## src/rtl/maskreg_pkg.sv

```systemverilog
package maskreg_pkg;

  localparam int DATA_W            = 16;
  localparam int BUS_W             = 2 * DATA_W;
  localparam int NUM_REGS          = 8;
  localparam int ENTRIES_PER_GROUP = 32;
  localparam int ENTRY_W           = $clog2(ENTRIES_PER_GROUP);
  localparam int STAT_W            = 4;
  localparam int STAT_LANES        = 2;
  localparam int STAT_LSB          = 6;
  localparam int RSV_GROUP         = 7;
  localparam int RSV_FIRST         = 24;
  localparam int EVT_REG           = 3;
  localparam int EVT_BIT           = 14;
  localparam int CLKDIV_REG        = 1;
  localparam int CLKDIV_BIT        = 10;

  function automatic int unsigned wordOf(input int unsigned grp, input int unsigned ent);
    return grp * ENTRIES_PER_GROUP + ent;
  endfunction

  // Word index (byte offset / 4) of register slot i.
  function automatic int unsigned regWord(input int i);
    case (i)
      0:       return wordOf(0, 0);
      1:       return wordOf(0, 3);
      2:       return wordOf(5, 1);
      3:       return wordOf(5, 7);
      4:       return wordOf(5, 25);
      5:       return wordOf(5, 28);
      6:       return wordOf(6, 0);
      default: return wordOf(7, 0);
    endcase
  endfunction

  function automatic logic [DATA_W-1:0] regReset(input int i);
    case (i)
      0:       return 16'h0B10;
      2:       return 16'hA14B;
      6:       return 16'hFFFF;
      default: return 16'h0000;
    endcase
  endfunction

  function automatic logic [DATA_W-1:0] regRoMask(input int i);
    if (i == 4 || i == 5) return DATA_W'(((1 << STAT_W) - 1) << STAT_LSB);
    return '0;
  endfunction

  function automatic logic [DATA_W-1:0] regW1cMask(input int i);
    if (i == EVT_REG) return DATA_W'(1 << EVT_BIT);
    return '0;
  endfunction

  function automatic int regStatLane(input int i);
    return (i == 5) ? 1 : 0;
  endfunction

  typedef struct packed {
    logic [NUM_REGS-1:0] wrSel;
    logic [NUM_REGS-1:0] rdSel;
    logic                rdStrobe;
  } strobe_t;

endpackage

```

## src/rtl/maskreg_ctrl.sv

```systemverilog
module maskreg_ctrl
  import maskreg_pkg::*;
#(
  parameter int ADDR_W = 12
) (
  input  logic              wrEn,
  input  logic              rdEn,
  input  logic [ADDR_W-1:0] addr,
  output strobe_t           strb
);

  localparam int WIDX_W  = ADDR_W - 2;
  localparam int GROUP_W = WIDX_W - ENTRY_W;

  logic [WIDX_W-1:0]   wordIdx;
  logic                unusedByteLane;
  logic                isReserved;
  logic [NUM_REGS-1:0] hit;

  assign wordIdx        = addr[ADDR_W-1:2];
  assign unusedByteLane = ^addr[1:0];

  assign isReserved = (wordIdx[WIDX_W-1:ENTRY_W] == GROUP_W'(RSV_GROUP)) &&
                      (wordIdx[ENTRY_W-1:0] >= ENTRY_W'(RSV_FIRST));

  for (genvar i = 0; i < NUM_REGS; i++) begin : gHit
    localparam logic [WIDX_W-1:0] WORD = WIDX_W'(regWord(i));
    assign hit[i] = (wordIdx == WORD) && !isReserved;
  end

  always_comb begin
    strb.wrSel    = hit & {NUM_REGS{wrEn}};
    strb.rdSel    = hit & {NUM_REGS{rdEn}};
    strb.rdStrobe = rdEn;
  end

endmodule

```

## src/rtl/maskreg_dpath.sv

```systemverilog
module maskreg_dpath
  import maskreg_pkg::*;
(
  input  logic                         clk,
  input  logic                         rstN,
  input  strobe_t                      strb,
  input  logic [BUS_W-1:0]             wrData,
  input  logic                         evtSet,
  input  logic [STAT_W*STAT_LANES-1:0] statusIn,
  output logic [NUM_REGS*DATA_W-1:0]   regView,
  output logic [BUS_W-1:0]             rdData
);

  logic [DATA_W-1:0] viewArr [NUM_REGS];
  logic [DATA_W-1:0] wrMask;
  logic [DATA_W-1:0] wrBits;
  logic [DATA_W-1:0] rdMux;
  logic [DATA_W-1:0] rdQ;

  assign wrMask = wrData[BUS_W-1:DATA_W];
  assign wrBits = wrData[DATA_W-1:0];

  for (genvar i = 0; i < NUM_REGS; i++) begin : gReg
    localparam logic [DATA_W-1:0] RST   = regReset(i);
    localparam logic [DATA_W-1:0] RO    = regRoMask(i);
    localparam logic [DATA_W-1:0] W1C   = regW1cMask(i);
    localparam logic [DATA_W-1:0] WMASK = ~(RO | W1C);

    logic [DATA_W-1:0] store;
    logic [DATA_W-1:0] evtQ;
    logic [DATA_W-1:0] statBits;
    logic [DATA_W-1:0] laneMask;

    assign laneMask = wrMask & WMASK;

    always_ff @(posedge clk) begin
      if (!rstN)               store <= RST & WMASK;
      else if (strb.wrSel[i])  store <= (store & ~laneMask) | (wrBits & laneMask);
    end

    if (W1C != '0) begin : gEvt
      logic [DATA_W-1:0] clrBits;
      assign clrBits = strb.wrSel[i] ? (wrMask & wrBits & W1C) : '0;
      always_ff @(posedge clk) begin
        if (!rstN) evtQ <= RST & W1C;
        else       evtQ <= (evtQ & ~clrBits) | (W1C & {DATA_W{evtSet}});
      end
    end else begin : gNoEvt
      assign evtQ = '0;
    end

    if (RO != '0) begin : gStat
      localparam int LANE = regStatLane(i);
      assign statBits = DATA_W'(statusIn[LANE*STAT_W +: STAT_W]) << STAT_LSB;
    end else begin : gNoStat
      assign statBits = '0;
    end

    assign viewArr[i] = (store & WMASK) | (evtQ & W1C) | (statBits & RO);
    assign regView[i*DATA_W +: DATA_W] = viewArr[i];
  end

  always_comb begin
    rdMux = '0;
    for (int k = 0; k < NUM_REGS; k++) begin
      if (strb.rdSel[k]) rdMux = rdMux | viewArr[k];
    end
  end

  always_ff @(posedge clk) begin
    if (!rstN)              rdQ <= '0;
    else if (strb.rdStrobe) rdQ <= rdMux;
  end

  assign rdData = {{(BUS_W-DATA_W){1'b0}}, rdQ};

endmodule

```

## src/rtl/maskreg_bank.sv

```systemverilog
module maskreg_bank
  import maskreg_pkg::*;
#(
  parameter int ADDR_W = 12
) (
  input  logic                         clk,
  input  logic                         rstN,
  input  logic                         wrEn,
  input  logic                         rdEn,
  input  logic [ADDR_W-1:0]            addr,
  input  logic [BUS_W-1:0]             wrData,
  output logic [BUS_W-1:0]             rdData,
  input  logic                         evtSet,
  input  logic [STAT_W*STAT_LANES-1:0] statusIn,
  output logic [NUM_REGS*DATA_W-1:0]   regOut,
  output logic                         clkHalfSel
);

  strobe_t strb;

  maskreg_ctrl #(.ADDR_W(ADDR_W)) uCtrl (
    .wrEn (wrEn),
    .rdEn (rdEn),
    .addr (addr),
    .strb (strb)
  );

  maskreg_dpath uDpath (
    .clk      (clk),
    .rstN     (rstN),
    .strb     (strb),
    .wrData   (wrData),
    .evtSet   (evtSet),
    .statusIn (statusIn),
    .regView  (regOut),
    .rdData   (rdData)
  );

  assign clkHalfSel = regOut[CLKDIV_REG*DATA_W + CLKDIV_BIT];

endmodule

```

## config.mk

```make
export PLATFORM = sky130hd
export DESIGN_NAME = maskreg_bank
export DESIGN_NICKNAME = d
export VERILOG_FILES = /design/src/rtl/maskreg_pkg.sv /design/src/rtl/maskreg_ctrl.sv /design/src/rtl/maskreg_dpath.sv /design/src/rtl/maskreg_bank.sv
export SDC_FILE = /design/constraint.sdc
export NUM_CORES = 1
export LEC_CHECK = 0
export ABC_AREA = 1
export CORE_AREA = 8 8 150 152
export CTS_CLUSTER_SIZE = 28
export DETAILED_ROUTE_END_ITERATION = 10
export DIE_AREA = 0 0 158 160
export GPL_TIMING_DRIVEN = 0
export PLACE_DENSITY = 0.74
export SLEW_MARGIN = 40
export SYNTH_ARGS = -nofsm -noshare
export SYNTH_HDL_FRONTEND = slang
export SYNTH_SLANG_ARGS = --single-unit
```

## constraint.sdc

```tcl
create_clock -name clk -period 2.54 [get_ports clk]
set_clock_uncertainty 0.1 [all_clocks]
set_input_delay 0.508 -clock clk [delete_from_list [all_inputs] [get_ports clk]]
set_output_delay 0.508 -clock clk [all_outputs]
set_load 0.01 [all_outputs]
```

==> run_results.csv <==
group,metric,value,unit
logic_synthesis,yosysUniqueCellTypes,28,
logic_synthesis,avgSynthCellArea,6.732,µm²
placed_design,pre_cts_ws,-431.5,ps
sta,hold_slack,370.1,ps
global_route,grt_overflow,0,
cts,cts_buffer_depth,2,
logic_synthesis,synth_compound_area_frac,0.1316,
run_status,status,"finished clean",
drt,drc,0,
placed_design,gp_congestion,0.9918,
cts,cts-buffers-inserted,17,
drt,postRouteAntennaNets,0,
finish,diodes,0,
sta,relSlewSlack,0.4308,
drt,wl,33860,µm
finish,final_layout_size_suffix_gt1_frac,0.08127,
sta,fin_setup_tns,0,ps
setup_path,end_kind,"register",
floorplan,core_area,20040,µm²
power_and_ir_drop,powerDensity,507.6,nW/µm²
logic_synthesis,yosysTopAreaCellShare,0.3965,
cts,numClockSinks,136,
sta,max_freq,407.7,MHz
power_and_ir_drop,ir_worst_vdd,0.5021,mV
min_path,holdPathStages,2,
finish,final_cell_mix,"188 x clkdlybuf4s50_1, 175 x nand3_1, 153 x nor2_1",
logic_synthesis,synthAdderAreaFrac,0,
floorplan,die_h,160,µm
min_path,hold_class,"reg2reg",
logic_synthesis,synth.area.mux_share,0,
drt,drt-wirelength-per-cell,22.20,µm
setup_path,worst_ep_arrival_time,2670,ps
sta,worst_pin_slew,853.8,ps
setup_path,path_class,"in2reg",
logic_synthesis,ys_seq_area_frac,0.3965,
floorplan,dieWidth,158,µm
logic_synthesis,yosysTopAreaCell,"dfxtp_1",
logic_synthesis,synth_area_leaders,"dfxtp_1 40%, nand3_1 13%, o21ai_0 9.8%",
sta,hold_viol_final,0,
placed_design,dp.final_hpwl,24010,µm
floorplan,ioPinCount,218,
floorplan,start_util,0.3427,
setup_path,reg2reg_depth,4,
setup_path,worst-r2r-setup-slack,1530,ps
setup_path,critPathLaunchType,"primary input",
logic_synthesis,synth_top_family_by_area,"simple AND/OR/NAND/NOR gates",
setup_path,cp_data_required_time,2760,ps
drt,dr.pass1.iters,5,
logic_synthesis,synth-simple-area-share,0.3639,
cts,tritoncts,"done",
drt,vias,8693,
setup_path,crit_fanout,10,
global_route,grt_pass1_vias,8036,
global_route,grt_pass1_wl,49010,µm
sta,layout_setup_ws,87.03,ps
finish,fillers,2030,
logic_synthesis,synthCells,1020,
logic_synthesis,yosysWarnings,0,
placed_design,io_buffers,188,
setup_path,critical_path.startpoint,"addr[2]",
cts,htreeDepth,4,
sta,post-route-min-period,2453,ps
logic_synthesis,syn-cell-area,6867,µm²
job,maxCapViolCount,0,
logic_synthesis,ys_ff_latch,136,
cts,cts_setup_buffers,0,
floorplan,row_count,52,
drt,drt-initial-drc-count,1430,
global_route,antenna_found_initial,0,
finish,nets,1299,
sta,rsz0062_at_grt,"no",
setup_path,worstPathCellList,"clkdlybuf4s50_1, nand2_1, nor3_4, nand3_4, clkbuf_2, nor3_1, nor2_1",
cts,clk_latency,430,ps
logic_synthesis,synth_xor_area_frac,0,
setup_path,crit_path_top_delay_cell,"nor3_4",
finish,area_growth,41.40,%
finish,utilization,0.4845,
setup_path,r2r-end,"uDpath.rdQ[12]",
sta,slew_violations,0,
global_route,grt.total_usage,0.2596,
drt,routed_via_density,5.700,
finish,mostFrequentLayoutCell,"clkdlybuf4s50_1",
cts,clk_pin_slew,60,ps
cts,cts-root-buf,"clkbuf_16",
floorplan,dieArea,25280,µm²
setup_path,slowest_delay,600,ps
sta,setup_viol,0,
sta,finalCritPeriodShare,0.9657,
global_route,grt_start_max_net_pins,17,
power_and_ir_drop,leakage,0.003753,µW
power_and_ir_drop,total_power,4929,µW
per-stage QoR:
| step | cell area (µm²) | instances |
|---|---|---|
| 2_1_floorplan | 6923 | 1035 |
| 3_5_place_dp | 9149 | 1493 |
| 5_1_grt | 9709 | 1525 |
| 4_1_cts | 9683 | 1525 |
| 3_3_place_gp | 9143 | 1493 |
| 6_report | 9709 | 1525 |
worst min path at each step:
stage | from | end | slack, ps
after detailed placement | register | register | 360
after global placement | register | register | 360
after CTS | register | register | 370
after floorplan | register | register | 380
final | register | register | 370
after global routing | register | register | 390
critical path, delay by kind of cell:
kind	cells	cell delay, ps
buffers and inverters	2	850
AND/OR/NAND/NOR	5	1300
what timing repair did:
action	in CTS	in global routing
setup endpoints to repair	8	51
hold buffers	0	0
endpoints found under the hold margin	0	0
pin swaps	0	1
gates resized for setup	1	11
cells in the mapped netlist:
master,count
clkbuf_1,51
o211ai_1,1
dfxtp_1,136
buf_6,2
nand3_4,1
nor4_1,15
nand4_1,3
inv_1,50
nor3_1,70
nand3_2,2
o21ai_0,134
nand4_2,1
buf_4,30
nor2_2,6
nand2_2,3
nand3b_1,1
buf_2,17
nor2_4,4
o21ai_1,5
buf_1,2
conb_1,1
nor2_1,154
a21oi_1,40
nand3_1,175
nand2_1,110
nor3_2,1
clkinv_1,3
inv_2,2
per-layer routing:
layer  global-route usage  vias up  wire [µm]
met2               0.3991      730      14950
met1               0.3104     3963      12270
met5                    0        -          0
li1                     -     3853          -
met4               0.1458        0       1759
met3              0.08853      147       4880
logic make-up (layout without fill, tap and decap cells):
logic type,Yosys count,after routing
flip-flops,136,136
AO/OA/AOI/OAI,180,180
buffers and inverters,157,377
other,1,16
AND/OR/NAND/NOR,546,546
final cells by class:
class,instances,area (µm²),area share
plain buffers,102,536.8,0.05528
clock buffers,23,457.9,0.04716
clock inverters,9,76.32,0.007861
inverters,55,206.4,0.02126
multi-input cells,742,3490,0.3594
flip-flops and latches,136,2723,0.2804
well taps,270,337.8,0.03479
repair buffers,188,1882,0.1938
power by group:
group          total, µW  switching, µW  internal (µW)
registers           2160           8.63           2150
logic                459            299            159
clock network       2310            953           1360
No activity file was read; power rests on OpenSTA's default activity.
